$ cat src/rtl/sermap_pkg.sv
package sermap_pkg;

    localparam int REG_W    = 5;
    localparam int NUM_REGS = 4;
    localparam int SEL_W    = $clog2(NUM_REGS);
    localparam int CNT_W    = $clog2(REG_W);

    typedef enum logic [1:0] {
        MIR_TWO_HORZ  = 2'd0,
        MIR_TWO_VERT  = 2'd1,
        MIR_ONE_UPPER = 2'd2,
        MIR_ONE_LOWER = 2'd3
    } mirror_e;

    typedef struct packed {
        logic             valid;
        logic [SEL_W-1:0] idx;
        logic [REG_W-1:0] value;
    } commit_t;

    function automatic mirror_e decode_mirror(input logic [1:0] mode_bits);
        mirror_e m;
        case (mode_bits)
            2'b11:   m = MIR_TWO_HORZ;
            2'b10:   m = MIR_TWO_VERT;
            2'b01:   m = MIR_ONE_UPPER;
            default: m = MIR_ONE_LOWER;
        endcase
        return m;
    endfunction

endpackage

$ cat src/rtl/sm_serial_collector.sv
module sm_serial_collector
    import sermap_pkg::*;
#(
    parameter int ADDR_W    = 16,
    parameter int DATA_W    = 8,
    parameter int SEL_LSB   = 13,
    parameter int ABORT_BIT = 7
) (
    input  logic              clk,
    input  logic              rst,
    input  logic              wr_stb,
    input  logic [ADDR_W-1:0] wr_addr,
    input  logic [DATA_W-1:0] wr_data,
    output commit_t           commit_o
);

    localparam logic [CNT_W-1:0] LAST_POS = CNT_W'(REG_W - 1);

    logic [CNT_W-1:0] cnt_q;
    logic [REG_W-1:0] part_q;
    logic [SEL_W-1:0] last_sel_q;

    logic             accept;
    logic             abort;
    logic [SEL_W-1:0] sel;
    logic             sel_changed;
    logic [CNT_W-1:0] base_cnt;
    logic [REG_W-1:0] base_part;
    logic [REG_W-1:0] merged;
    logic             final_bit;

    always_comb begin
        accept      = wr_stb & wr_addr[ADDR_W-1];
        abort       = wr_data[ABORT_BIT];
        sel         = wr_addr[SEL_LSB +: SEL_W];
        sel_changed = (sel != last_sel_q);
        base_cnt    = sel_changed ? '0 : cnt_q;
        base_part   = sel_changed ? '0 : part_q;
        merged      = base_part | (REG_W'(wr_data[0]) << base_cnt);
        final_bit   = (base_cnt == LAST_POS);

        commit_o.valid = accept & ~abort & final_bit;
        commit_o.idx   = sel;
        commit_o.value = merged;
    end

    always_ff @(posedge clk) begin
        if (rst) begin
            cnt_q      <= '0;
            part_q     <= '0;
            last_sel_q <= '0;
        end else if (accept) begin
            last_sel_q <= sel;
            if (abort || final_bit) begin
                cnt_q  <= '0;
                part_q <= '0;
            end else begin
                cnt_q  <= base_cnt + CNT_W'(1);
                part_q <= merged;
            end
        end
    end

endmodule

$ cat src/rtl/sm_reg_bank.sv
module sm_reg_bank
    import sermap_pkg::*;
#(
    parameter logic [REG_W-1:0] RST_CTRL = 5'h0C
) (
    input  logic                      clk,
    input  logic                      rst,
    input  commit_t                   commit_i,
    output logic [NUM_REGS*REG_W-1:0] regs_o
);

    for (genvar i = 0; i < NUM_REGS; i++) begin : g_reg
        localparam logic [REG_W-1:0] RST_VAL = (i == 0) ? RST_CTRL : '0;
        logic [REG_W-1:0] val_q;

        always_ff @(posedge clk) begin
            if (rst) begin
                val_q <= RST_VAL;
            end else if (commit_i.valid && commit_i.idx == SEL_W'(i)) begin
                val_q <= commit_i.value;
            end
        end

        assign regs_o[i*REG_W +: REG_W] = val_q;
    end

endmodule

$ cat src/rtl/sm_mirror_decode.sv
module sm_mirror_decode
    import sermap_pkg::*;
(
    input  logic [REG_W-1:0] ctrl_i,
    output logic [1:0]       mirror_o
);

    mirror_e mode;

    always_comb begin
        mode     = decode_mirror(ctrl_i[1:0]);
        mirror_o = mode;
    end

endmodule

$ cat src/rtl/serial_mapper_regs.sv
module serial_mapper_regs
    import sermap_pkg::*;
#(
    parameter int               ADDR_W    = 16,
    parameter int               DATA_W    = 8,
    parameter int               SEL_LSB   = 13,
    parameter int               ABORT_BIT = 7,
    parameter logic [REG_W-1:0] RST_CTRL  = 5'h0C
) (
    input  logic                      clk,
    input  logic                      rst,
    input  logic                      wr_stb,
    input  logic [ADDR_W-1:0]         wr_addr,
    input  logic [DATA_W-1:0]         wr_data,
    output logic [NUM_REGS*REG_W-1:0] reg_vec,
    output logic                      upd_pulse,
    output logic [SEL_W-1:0]          upd_index,
    output logic [1:0]                mirror_code
);

    commit_t commit;

    sm_serial_collector #(
        .ADDR_W    (ADDR_W),
        .DATA_W    (DATA_W),
        .SEL_LSB   (SEL_LSB),
        .ABORT_BIT (ABORT_BIT)
    ) i_collect (
        .clk      (clk),
        .rst      (rst),
        .wr_stb   (wr_stb),
        .wr_addr  (wr_addr),
        .wr_data  (wr_data),
        .commit_o (commit)
    );

    sm_reg_bank #(
        .RST_CTRL (RST_CTRL)
    ) i_bank (
        .clk      (clk),
        .rst      (rst),
        .commit_i (commit),
        .regs_o   (reg_vec)
    );

    sm_mirror_decode i_mirror (
        .ctrl_i   (reg_vec[REG_W-1:0]),
        .mirror_o (mirror_code)
    );

    always_ff @(posedge clk) begin
        if (rst) begin
            upd_pulse <= 1'b0;
            upd_index <= '0;
        end else begin
            upd_pulse <= commit.valid;
            if (commit.valid) begin
                upd_index <= commit.idx;
            end
        end
    end

endmodule

$ cat config.mk
export PLATFORM = sky130hd
export DESIGN_NAME = serial_mapper_regs
export DESIGN_NICKNAME = d
export VERILOG_FILES = /design/src/rtl/sermap_pkg.sv /design/src/rtl/sm_serial_collector.sv /design/src/rtl/sm_reg_bank.sv /design/src/rtl/sm_mirror_decode.sv /design/src/rtl/serial_mapper_regs.sv
export SDC_FILE = /design/constraint.sdc
export NUM_CORES = 1
export LEC_CHECK = 0
export ABC_AREA = 0
export BUFFER_PORTS_ARGS = -buffer_cell sky130_fd_sc_hd__buf_2
export CAP_MARGIN = 10
export CORE_ASPECT_RATIO = 1.5
export CORE_MARGIN = 10
export CORE_UTILIZATION = 25
export DETAILED_ROUTE_END_ITERATION = 10
export HOLD_SLACK_MARGIN = 0.03
export SLEW_MARGIN = 20
export SYNTH_ARGS = -nofsm -noshare
export SYNTH_HDL_FRONTEND = slang
export SYNTH_SLANG_ARGS = --single-unit
export TNS_END_PERCENT = 100
$ cat constraint.sdc
create_clock -name clk -period 2.3 [get_ports clk]
set_input_delay 0.345 -clock clk [delete_from_list [all_inputs] [get_ports clk]]
set_output_delay 0.345 -clock clk [all_outputs]
set_load 0.005 [all_outputs]
==> results.toml, run 1 <==
[global_route]
first_global_vias = 1441
grt_start_max_net_pins = 25
all_layer_gr_usage_pct = 8.40
grt_overflow = 0
grt_first_pass_wirelength_mm = 6.74
grt_antenna_before_repair = 0

[power_and_ir_drop]
power.ir.vdd_worst_mv = 0.178
total_power_uw = 1230
power.density_nw_per_um2 = 644
cellLeakagePower_uw = 0.000725

[clocking]
postCtsHoldBufs = 0
tritoncts = "built"
cts_buffers = 5
h-tree-depth = 2
postCtsResizedCells = 0
clock_latency_at_the_later_pin_of_the_worst_skew_pair_ns = 0.28
clk_pin_slew_ns = 0.07
cts_root_buf = "sky130_fd_sc_hd__clkbuf_8"
numClockSinks = 33
post_cts_buffers = 0
ctsLongestPathBuffers = 2

[route]
starting_drt_drc_count = 79
drt_drc_violations_left = 0
detailroute.via_count = 1425
wl_per_cell_um = 14.3
route.antenna.remaining_nets = 0
wl_mm = 4.09
drt-pass1-iter-count = 4
vias_per_cell = 4.97

[logic_synthesis]
post_synth_inst_count = 180
syn_avg_cell_area_um2 = 8.68
yosys.area.top_type = "sky130_fd_sc_hd__dfxtp_1"
post_synth_instance_area_um2 = 1560
yosys.cell_types.count = 40
ys_seq_area_share_pct = 42.3
synth_top_cells_by_area = "sky130_fd_sc_hd__dfxtp_1 42%, sky130_fd_sc_hd__a21oi_1 7.4%, sky130_fd_sc_hd__nand3_1 5.1%, sky130_fd_sc_hd__o21ai_1 4.2%, sky130_fd_sc_hd__nand2_1 2.6%"
synthesized_flop_and_latch_total = 33
syn-num-nets = 207
portion_of_synthesized_cell_area_occupied_by_the_leading_cell_type_pct = 42.3
synth-warning-count = 0

[floorplanning]
die_area_um2 = 9880
die_outline_height_um = 117
core_region_area_um2 = 6130
boundaryPins = 52
floorplan.rows = 35
die-width_um = 84.6
initial_cell_density_of_the_core_pct = 25.5

[timing]
timing.slew.headroom_pct = 63.4
timing_hold_violations_final = 0
tightest_slew_ns = 0.546
grt_setup_unrepaired = "false"
setup_tns_ns = 0
timing_max_transition_violations_final = 0
finalSetupViolCount = 0
period_needed_ns = 1.89
fin_hold_ws_ns = 0.368
achievable-frequency_mhz = 529
finalCritPeriodShare_pct = 82.3
clock-skew-final_ns = 0.00590

[worst_setup_path]
critical-path-slowest-cell = "sky130_fd_sc_hd__or4_4"
timing.reg2reg.setup_slack_ns = 0.41
path_delay_family = "simple AND/OR/NAND/NOR gates"
worst_ep_arrival_time_ns = 2.05
critical_path.endpoint_type = "flip-flop"
reg2reg_from = "i_collect.cnt_q[1]"
crit_buf_inv = 0
largest_stage_delay_worst_path_ns = 0.57
critical_path.cell_chain = "or3b_4, or4_4, nor3_2, a211oi_1"
critPathRequiredTime_ns = 2.45
r2r_end = "i_bank.g_reg[0].val_q[0]"
critPathMaxFanout = 19
critPathLaunchType = "flip-flop"
ff2ff_path_depth = 4
timing_worst_setup_path_type = "flip-flop to flip-flop"

[placed_design]
routabilityCongestion = 0.808
dp_cell_count = 279
dp_hpwl_mm = 2.93
port-buffer-count = 32

[flow_run]
timing.max_cap.violations = 0

[finish]
layoutNonFillerInstCount = 287
design.final.nets = 239
n_fill_cell = 670
antennaDiodeCount = 0
util_after_layout_pct = 31.1
post_route_cells_drive_above_1_share_pct = 25.8
layout-area-overhead-vs-synth_pct = 22.2

[worst_hold_path]
min_from = "wr_stb"
whs_path_depth = 3
type_of_the_most_critical_hold_path = "primary input to flip-flop"
worst_hold_endpoint = "i_collect.last_sel_q[1]"

[outcome]
run_status = "completed"
==> stage by stage <==
step                      instance area (um^2)  setup WS [ns]
after floorplan                           1560          0.465
after global placement                    1790          0.406
after detailed placement                  1790          0.387
after CTS                                 1910          0.403
after global routing                      1910          0.329
final                                     1910          0.408
==> area by class of cell <==
class | count | area [um^2] | share of cell area (%)
clock buffers | 7 | 86.3 | 4.52
clock inverters | 1 | 30.0 | 1.57
inverters | 8 | 30.0 | 1.57
multi-input cells | 124 | 790 | 41.3
flip-flops and latches | 33 | 661 | 34.6
well taps | 74 | 92.6 | 4.85
repair buffers | 40 | 220 | 11.5
==> routing by layer <==
metal	part of all wire (%)	GRT usage, %	up-vias
met1	40	8.80	666
met5	0	0	-
met3	6.4	2.77	7
met2	51	14.0	36
met4	2.6	5.73	0
li1	-	-	716
==> where the power goes <==
part	switching, uW	internal, uW	leakage, uW
clock	213	353	0.0000585
sequential	3.63	574	0.000266
combinational	61.0	25.0	0.000401
==> cells by family after synthesis <==
logic type	Yosys count	share of synthesized area, %
flops	33	42.3
simple gates	60	22.5
buf+inv	23	7.21
xor+xnor	4	3.92
compound gates	60	24.1
==> synth_stat cells <==
master	n
sky130_fd_sc_hd__a31oi_1	2
sky130_fd_sc_hd__a22oi_1	4
sky130_fd_sc_hd__nor2b_1	1
sky130_fd_sc_hd__nor4bb_1	2
sky130_fd_sc_hd__buf_6	3
sky130_fd_sc_hd__o31ai_4	1
sky130_fd_sc_hd__a41oi_1	1
sky130_fd_sc_hd__a211oi_1	5
sky130_fd_sc_hd__nand3b_1	1
sky130_fd_sc_hd__clkbuf_1	8
sky130_fd_sc_hd__xor2_4	1
sky130_fd_sc_hd__o21ai_1	13
sky130_fd_sc_hd__a21oi_1	23
sky130_fd_sc_hd__or4_4	1
sky130_fd_sc_hd__nor3_1	3
sky130_fd_sc_hd__nor4_1	1
sky130_fd_sc_hd__a21o_1	1
sky130_fd_sc_hd__nor3_2	1
sky130_fd_sc_hd__o21ai_0	2
sky130_fd_sc_hd__xnor2_1	2
sky130_fd_sc_hd__nor4_4	1
sky130_fd_sc_hd__o211ai_1	2
sky130_fd_sc_hd__nand2b_1	3
sky130_fd_sc_hd__nor2_1	10
sky130_fd_sc_hd__nand4b_1	2
sky130_fd_sc_hd__or3b_4	1
sky130_fd_sc_hd__nand4_1	4
sky130_fd_sc_hd__a21boi_0	1
sky130_fd_sc_hd__o31a_1	1
sky130_fd_sc_hd__buf_1	1
sky130_fd_sc_hd__nand3_1	16
sky130_fd_sc_hd__buf_2	3
sky130_fd_sc_hd__nand4bb_1	2
sky130_fd_sc_hd__inv_1	8
sky130_fd_sc_hd__xor2_2	1
sky130_fd_sc_hd__a21oi_2	1
sky130_fd_sc_hd__o211a_1	2
sky130_fd_sc_hd__nand2_1	11
sky130_fd_sc_hd__dfxtp_1	33
sky130_fd_sc_hd__a311oi_1	1
==> cell usage in the layout (no fill, tap or decap), drive strengths merged, types with 2 or more instances in the layout <==
cell,count
buf,40
dfxtp,33
a21oi,24
nand3,16
o21ai,15
nand2,11
nor2,10
inv,8
clkbuf,7
a211oi,5
nand4,4
a22oi,4
nor3,4
nand2b,3
nand4bb,2
nand4b,2
nor4bb,2
xnor2,2
o211a,2
a31oi,2
o211ai,2
xor2,2
nor4,2
==> sequential cells by signal, indices dropped and copies added, names as in the netlist <==
signal	count
i_collect.last_sel_q	2
i_collect.part_q	5
upd_index	2
i_bank.g.val_q	20
i_collect.cnt_q	3
upd_pulse	1
==> worst reg2reg max path: stages (launching register included) <==
cell and delay [ns]:
sky130_fd_sc_hd__dfxtp_1 0.42, sky130_fd_sc_hd__or3b_4 0.45, sky130_fd_sc_hd__or4_4 0.57, sky130_fd_sc_hd__nor3_2 0.23
sky130_fd_sc_hd__a211oi_1 0.10
==> worst max path at each step <==
stage	startpoint	endpoint	slack [ns]	cells after the start
floorplan	wr_addr[13]	i_bank.g_reg[0].val_q[4]	0.47	7
global placement	wr_data[7]	i_bank.g_reg[0].val_q[3]	0.41	5
detailed placement	wr_data[7]	i_bank.g_reg[0].val_q[0]	0.39	5
CTS	i_collect.cnt_q[1]	i_bank.g_reg[0].val_q[3]	0.40	4
global route	i_collect.cnt_q[1]	i_bank.g_reg[0].val_q[0]	0.33	4
finish	i_collect.cnt_q[1]	i_bank.g_reg[0].val_q[0]	0.41	4
Note: power is estimated with default switching activity, not from simulation.
==> run 2: changes to the inputs <==
--- a/config.mk
+++ b/config.mk
@@ -5,7 +5,7 @@
 export SDC_FILE = /design/constraint.sdc
 export NUM_CORES = 1
 export LEC_CHECK = 0
-export ABC_AREA = 0
+export ABC_AREA = 1
 export BUFFER_PORTS_ARGS = -buffer_cell sky130_fd_sc_hd__buf_2
 export CAP_MARGIN = 10
 export CORE_ASPECT_RATIO = 1.5
==> constraint.sdc (replaced) <==
create_clock -name clk -period 1.9 [get_ports clk]
set_input_delay 0.285 -clock clk [delete_from_list [all_inputs] [get_ports clk]]
set_output_delay 0.285 -clock clk [all_outputs]
set_load 0.005 [all_outputs]
==> run 2 against run 1 <==
Net effect:
- clock power is 7.6% lower
- core utilization fell by 0.44 points
- hold slack worse by 0.040 ns
- die area rose by 1.4%
- worst setup slack got worse by 0.13 ns
- fmax grew 17%
- sequential share of layout area grew 0.25 points
- synthesized area increased by 1.8%
- routed wire length is 6.0% lower
- final area decreased by 0.72%
- register-to-register slack lost 0.13 ns
- largest cell class unchanged
- largest power group unchanged
- highest routed layer unchanged
==> results.toml, run 2 <==
[route]
drt-pass1-iter-count = 4
drt_drc_violations_left = 0
wl_mm = 3.85
wl_per_cell_um = 11.5
detailroute.via_count = 1409
route.antenna.remaining_nets = 0
vias_per_cell = 4.22
starting_drt_drc_count = 111

[logic_synthesis]
synth_compound_gate_area_share_pct = 10.7
synthesized_flop_and_latch_total = 33
post-synth-top-count-cell = "sky130_fd_sc_hd__nand2_1"
syn-num-nets = 252
portion_of_synthesized_cell_area_occupied_by_the_leading_cell_type_pct = 41.5
main_combinational_cell_family_by_area_after_synthesis = "simple AND/OR/NAND/NOR gates"
synth-warning-count = 0
share_of_synthesized_area_spent_on_multiplexers_pct = 0
synthArstFlopShare_pct = 0
syn_avg_cell_area_um2 = 7.07
synth_enable_flop_cells = 0
ys_seq_area_share_pct = 41.5
post_synth_instance_area_um2 = 1590
post_synth_inst_count = 225
synth.cells.most_frequent = "81 x sky130_fd_sc_hd__nand2_1, 33 x sky130_fd_sc_hd__dfxtp_1, 27 x sky130_fd_sc_hd__nor2_1, 23 x sky130_fd_sc_hd__inv_1, 17 x sky130_fd_sc_hd__a21oi_1"
synthAdderAreaFrac_pct = 0
synth_top_cells_by_area = "sky130_fd_sc_hd__dfxtp_1 42%, sky130_fd_sc_hd__nand2_1 19%, sky130_fd_sc_hd__nor2_1 6.4%, sky130_fd_sc_hd__inv_1 5.4%, sky130_fd_sc_hd__a21oi_1 5.4%"
synth-simple-area-share_pct = 37.6
yosys.cell_types.count = 26
post_synth_xor_area_fraction_pct = 0.551
yosys.area.top_type = "sky130_fd_sc_hd__dfxtp_1"
postSynth.topFlopCell = "sky130_fd_sc_hd__dfxtp_1"

[timing]
clock-skew-final_ns = 0.00487
tightest_slew_ns = 0.457
postLayoutSetupSlackWorst_ns = 0.280
achievable-frequency_mhz = 617
finalSetupViolCount = 0
period_needed_ns = 1.62
grt_setup_unrepaired = "false"
timing_hold_violations_final = 0
finalCritPeriodShare_pct = 85.3
timing.slew.headroom_pct = 69.5
setup_tns_ns = 0
timing_max_transition_violations_final = 0

[worst_setup_path]
critical-path-slowest-cell = "sky130_fd_sc_hd__dfxtp_1"
critical_path.endpoint_type = "flip-flop"
critPathMaxFanout = 9
timing.reg2reg.setup_slack_ns = 0.28
critPathLaunchType = "flip-flop"
timing_worst_setup_path_type = "flip-flop to flip-flop"
worst_ep_arrival_time_ns = 1.85
crit_buf_inv = 2
crit_path_frequent_cell = "sky130_fd_sc_hd__nand2_1"
path_delay_family = "simple AND/OR/NAND/NOR gates"
critPathRequiredTime_ns = 2.13
largest_stage_delay_worst_path_ns = 0.37
critical_path.cell_chain = "inv_1, nand2_1, nand2_2, nor2_4, buf_4, nand3_4, o21ai_4, nand2_1, a21oi_2"

[clocking]
tritoncts = "built"
cts_buffers = 5
clk_pin_slew_ns = 0.07
clock_latency_at_the_later_pin_of_the_worst_skew_pair_ns = 0.29
postCtsResizedCells = 0
ctsLongestPathBuffers = 2
cts_root_buf = "sky130_fd_sc_hd__clkbuf_8"
postCtsHoldBufs = 0
h-tree-depth = 2
numClockSinks = 33
post_cts_buffers = 0

[power_and_ir_drop]
power.ir.vdd_worst_mv = 0.437
cellLeakagePower_uw = 0.000873
power.density_nw_per_um2 = 694
total_power_uw = 1320

[global_route]
first_global_vias = 1362
gr-max-usage-layer = "met2"
all_layer_gr_usage_pct = 7.84
grt_start_max_net_pins = 20
gr-usage-met1_pct = 8.48
grt_util_met2_pct = 13.5
grt.met3_usage_pct = 2.63
grt_antenna_before_repair = 0
grt_overflow = 0
grt_first_pass_wirelength_mm = 6.46

[floorplanning]
initial_cell_density_of_the_core_pct = 25.8
die_outline_height_um = 118
core_region_area_um2 = 6170
boundaryPins = 52
die_area_um2 = 10000
die-width_um = 85.1
floorplan.rows = 35

[outcome]
run_status = "completed"

[worst_hold_path]
type_of_the_most_critical_hold_path = "primary input to flip-flop"

[placed_design]
routabilityCongestion = 0.765
port-buffer-count = 32
dp_hpwl_mm = 2.92
dp_slack_ns = 0.223

[finish]
largest_register = "i_bank.g.val_q"
util_after_layout_pct = 30.7
design.final.nets = 286
layout_top_registers = "i_bank.g.val_q x20, i_collect.part_q x5, i_collect.cnt_q x3"
largest_register_ff_count = 20
layout-area-overhead-vs-synth_pct = 19.2
layout.cells.most_common = "sky130_fd_sc_hd__nand2_1"
antennaDiodeCount = 0
n_fill_cell = 670
mostFrequentLayoutCells = "81 x sky130_fd_sc_hd__nand2_1, 33 x sky130_fd_sc_hd__dfxtp_1, 32 x sky130_fd_sc_hd__buf_2"
post_route_cells_drive_above_1_share_pct = 25.4

[flow_run]
timing.max_cap.violations = 0
==> run 2: stage by stage <==
stage / area, um^2 / hold WS, ns / instances
3_3_place_gp: 1810 / 0.453 / 326
6_report: 1900 / 0.328 / 334
4_1_cts: 1900 / 0.318 / 334
2_1_floorplan: 1590 / 0.445 / 225
5_1_grt: 1900 / 0.351 / 334
3_5_place_dp: 1810 / 0.452 / 326
==> run 2: cell families (layout without fill, tap and decap cells) <==
family / count (synthesis) / after routing
flops: 33 / 33
compound gates: 26 / 26
xor+xnor: 1 / 1
buf+inv: 33 / 68
simple gates: 132 / 132
==> run 2: path summary, 6_finish.rpt <==
kind / startpoint / to / depth (start not counted)
min reg2reg: upd_index[0] / upd_index[0] / 2
max: i_collect.last_sel_q[1] / i_bank.g_reg[2].val_q[2] / 9
max reg2reg: i_collect.last_sel_q[1] / i_bank.g_reg[2].val_q[2] / 9
min: wr_addr[14] / upd_index[1] / 3
==> run 2: final cells by class <==
cell class | instances | area, um^2 | share of cell area (%)
Tap cell | 74 | 92.6 | 4.88
Clock inverter | 3 | 17.5 | 0.924
Multi-Input combinational cell | 159 | 777 | 41.0
Clock buffer | 5 | 68.8 | 3.63
Inverter | 25 | 96.3 | 5.08
Timing Repair Buffer | 35 | 183 | 9.64
Sequential cell | 33 | 661 | 34.9
==> run 2: metal layers <==
metal  wire length [um]  up-vias  part of all wire, %
li1                   -      757                    -
met1               1700      621                   44
met2               1940       25                   50
met3                154        6                  4.0
met4                 53        0                  1.4
met5                  0        -                    0
==> run 2: report_power, final <==
part | internal [uW] | leakage [uW] | switching [uW]
combinational | 27.9 | 0.000563 | 62.7
sequential | 696 | 0.000266 | 5.67
clock | 253 | 0.0000439 | 271
==> run 2: worst min-delay path: stages <==
cell	delay (ns)
sky130_fd_sc_hd__buf_2	0.15
sky130_fd_sc_hd__nand2_1	0.08
sky130_fd_sc_hd__a21oi_1	0.05
==> run 3: changes to the inputs <==
--- a/config.mk
+++ b/config.mk
@@ -13,6 +13,7 @@
 export CORE_UTILIZATION = 25
 export DETAILED_ROUTE_END_ITERATION = 10
 export HOLD_SLACK_MARGIN = 0.03
+export PLACE_DENSITY = 0.57
 export SLEW_MARGIN = 20
 export SYNTH_ARGS = -nofsm -noshare
 export SYNTH_HDL_FRONTEND = slang
==> run 3 against run 2 <==
Net effect:
- fmax increased by 3.3%
- critical path depth unchanged
- power increased by 1.5%
- combinational power increased by 3.0%
- first-iteration DRC count decreased by 19%
- global-route usage increased by 0.49 points
==> results.toml, run 3 (same netlist as run 2, synthesis figures left out) <==
[outcome]
run_status = "completed"

[global_route]
all_layer_gr_usage_pct = 8.32
grt_antenna_before_repair = 0
grt_first_pass_wirelength_mm = 6.78
grt_util_met2_pct = 14.0
first_global_vias = 1432
grt_overflow = 0
grt_start_max_net_pins = 20
gr-max-usage-layer = "met2"
grt.met3_usage_pct = 2.91
gr-usage-met1_pct = 8.64

[worst_setup_path]
worst_ep_arrival_time_ns = 1.79
critPathMaxFanout = 8
critPathRequiredTime_ns = 2.12
critical_path.endpoint_type = "flip-flop"
timing_worst_setup_path_type = "flip-flop to flip-flop"
critPathLaunchType = "flip-flop"

[finish]
largest_register_ff_count = 20
post_route_cells_drive_above_1_share_pct = 25.7
layout_top_registers = "i_bank.g.val_q x20, i_collect.part_q x5, i_collect.cnt_q x3"
mostFrequentLayoutCells = "81 x sky130_fd_sc_hd__nand2_1, 33 x sky130_fd_sc_hd__dfxtp_1, 32 x sky130_fd_sc_hd__buf_2"
util_after_layout_pct = 30.9
layoutNonFillerInstCount = 335
layout-area-overhead-vs-synth_pct = 20.0
design.final.nets = 287
layout.cells.most_common = "sky130_fd_sc_hd__nand2_1"
largest_register = "i_bank.g.val_q"
antennaDiodeCount = 0

[placed_design]
dp_hpwl_mm = 2.98
port-buffer-count = 32
dp_cell_count = 327
routabilityCongestion = 0.749
dp_slack_ns = 0.247

[floorplanning]
die-width_um = 85.1
die_outline_height_um = 118
floorplan.rows = 35
core_region_area_um2 = 6170
boundaryPins = 52
die_area_um2 = 10000
initial_cell_density_of_the_core_pct = 25.8

[power_and_ir_drop]
power.clock.fraction_pct = 40.5
p_seq_share_pct = 52.5
p_comb_share_pct = 7.0
power_report.internal_total_uw = 983
power.ir.vdd_worst_mv = 0.334
cellLeakagePower_uw = 0.000871
total_switching_power_uw = 353
power.density_nw_per_um2 = 700
sw_frac_of_total_pct = 26.4

[timing]
timing_hold_violations_final = 0
timing.slew.headroom_pct = 70.3
achievable-frequency_mhz = 637
grt_setup_unrepaired = "false"
setup_tns_ns = 0
period_needed_ns = 1.57
tightest_slew_ns = 0.446
finalSetupViolCount = 0
clock-skew-final_ns = 0.00906
fin_hold_ws_ns = 0.326
timing_max_transition_violations_final = 0
finalCritPeriodShare_pct = 82.6
postLayoutSetupSlackWorst_ns = 0.331

[route]
vias_per_cell = 4.30
drt-pass1-iter-count = 4
wl_per_cell_um = 11.7
detailroute.via_count = 1442
starting_drt_drc_count = 90
route.antenna.remaining_nets = 0
wl_mm = 3.93
drt_drc_violations_left = 0

[clocking]
clock_latency_at_the_later_pin_of_the_worst_skew_pair_ns = 0.29
cts_root_buf = "sky130_fd_sc_hd__clkbuf_8"
tritoncts = "built"
cts_buffers = 5
clk_pin_slew_ns = 0.08
post_cts_buffers = 0
postCtsResizedCells = 0
h-tree-depth = 2
numClockSinks = 33
ctsLongestPathBuffers = 2
postCtsHoldBufs = 0

[flow_run]
timing.max_cap.violations = 0

[worst_hold_path]
type_of_the_most_critical_hold_path = "primary input to flip-flop"
[run 3: metal layers]
metal / routed length (um) / vias to the layer above
li1: - / 760
met1: 1650 / 654
met2: 1990 / 22
met3: 183 / 6
met4: 100 / 0
met5: 0 / -
[run 3: final cells by class]
cell class | count | area (um^2)
Clock inverter | 3 | 22.5
Multi-Input combinational cell | 159 | 777
Clock buffer | 5 | 68.8
Fill cell | 697 | 4270
Timing Repair Buffer | 36 | 190
Inverter | 25 | 96.3
Tap cell | 74 | 92.6
Sequential cell | 33 | 661
[run 3: final timing paths]
path                                start                  endpoint  slack (ns)  depth (start not counted)
setup reg to reg  i_collect.last_sel_q[0]  i_bank.g_reg[2].val_q[1]        0.33                          9
setup / recovery  i_collect.last_sel_q[0]  i_bank.g_reg[2].val_q[1]        0.33                          9
hold / removal                wr_addr[14]              upd_index[1]        0.33                          3
hold reg to reg              upd_index[1]              upd_index[1]        0.46                          2
[run 3: metrics by stage]
step	instance area [um^2]	power, uW
finish	1910	1340
global route	1910	1400
detailed placement	1820	812
floorplan	1590	792
CTS	1910	1370
global placement	1820	812
[run 3: power groups by stage]
stage          clock network [uW]  logic, uW  registers, uW
2_1_floorplan                   0       77.1            715
3_3_place_gp                    0       94.3            717
3_5_place_dp                    0       94.5            717
4_1_cts                       570       94.9            701
5_1_grt                       591        104            702
6_report                      541       93.2            701
[run 3: worst max-delay path, stage by stage (launching register included)]
cell	delay, ns
sky130_fd_sc_hd__dfxtp_1	0.39
sky130_fd_sc_hd__inv_1	0.07
sky130_fd_sc_hd__nand2_1	0.07
sky130_fd_sc_hd__nand2_2	0.07
sky130_fd_sc_hd__nor2_4	0.16
sky130_fd_sc_hd__buf_4	0.19
sky130_fd_sc_hd__nand3_2	0.07
sky130_fd_sc_hd__o21ai_2	0.28
sky130_fd_sc_hd__nand2_1	0.09
sky130_fd_sc_hd__a21oi_1	0.11
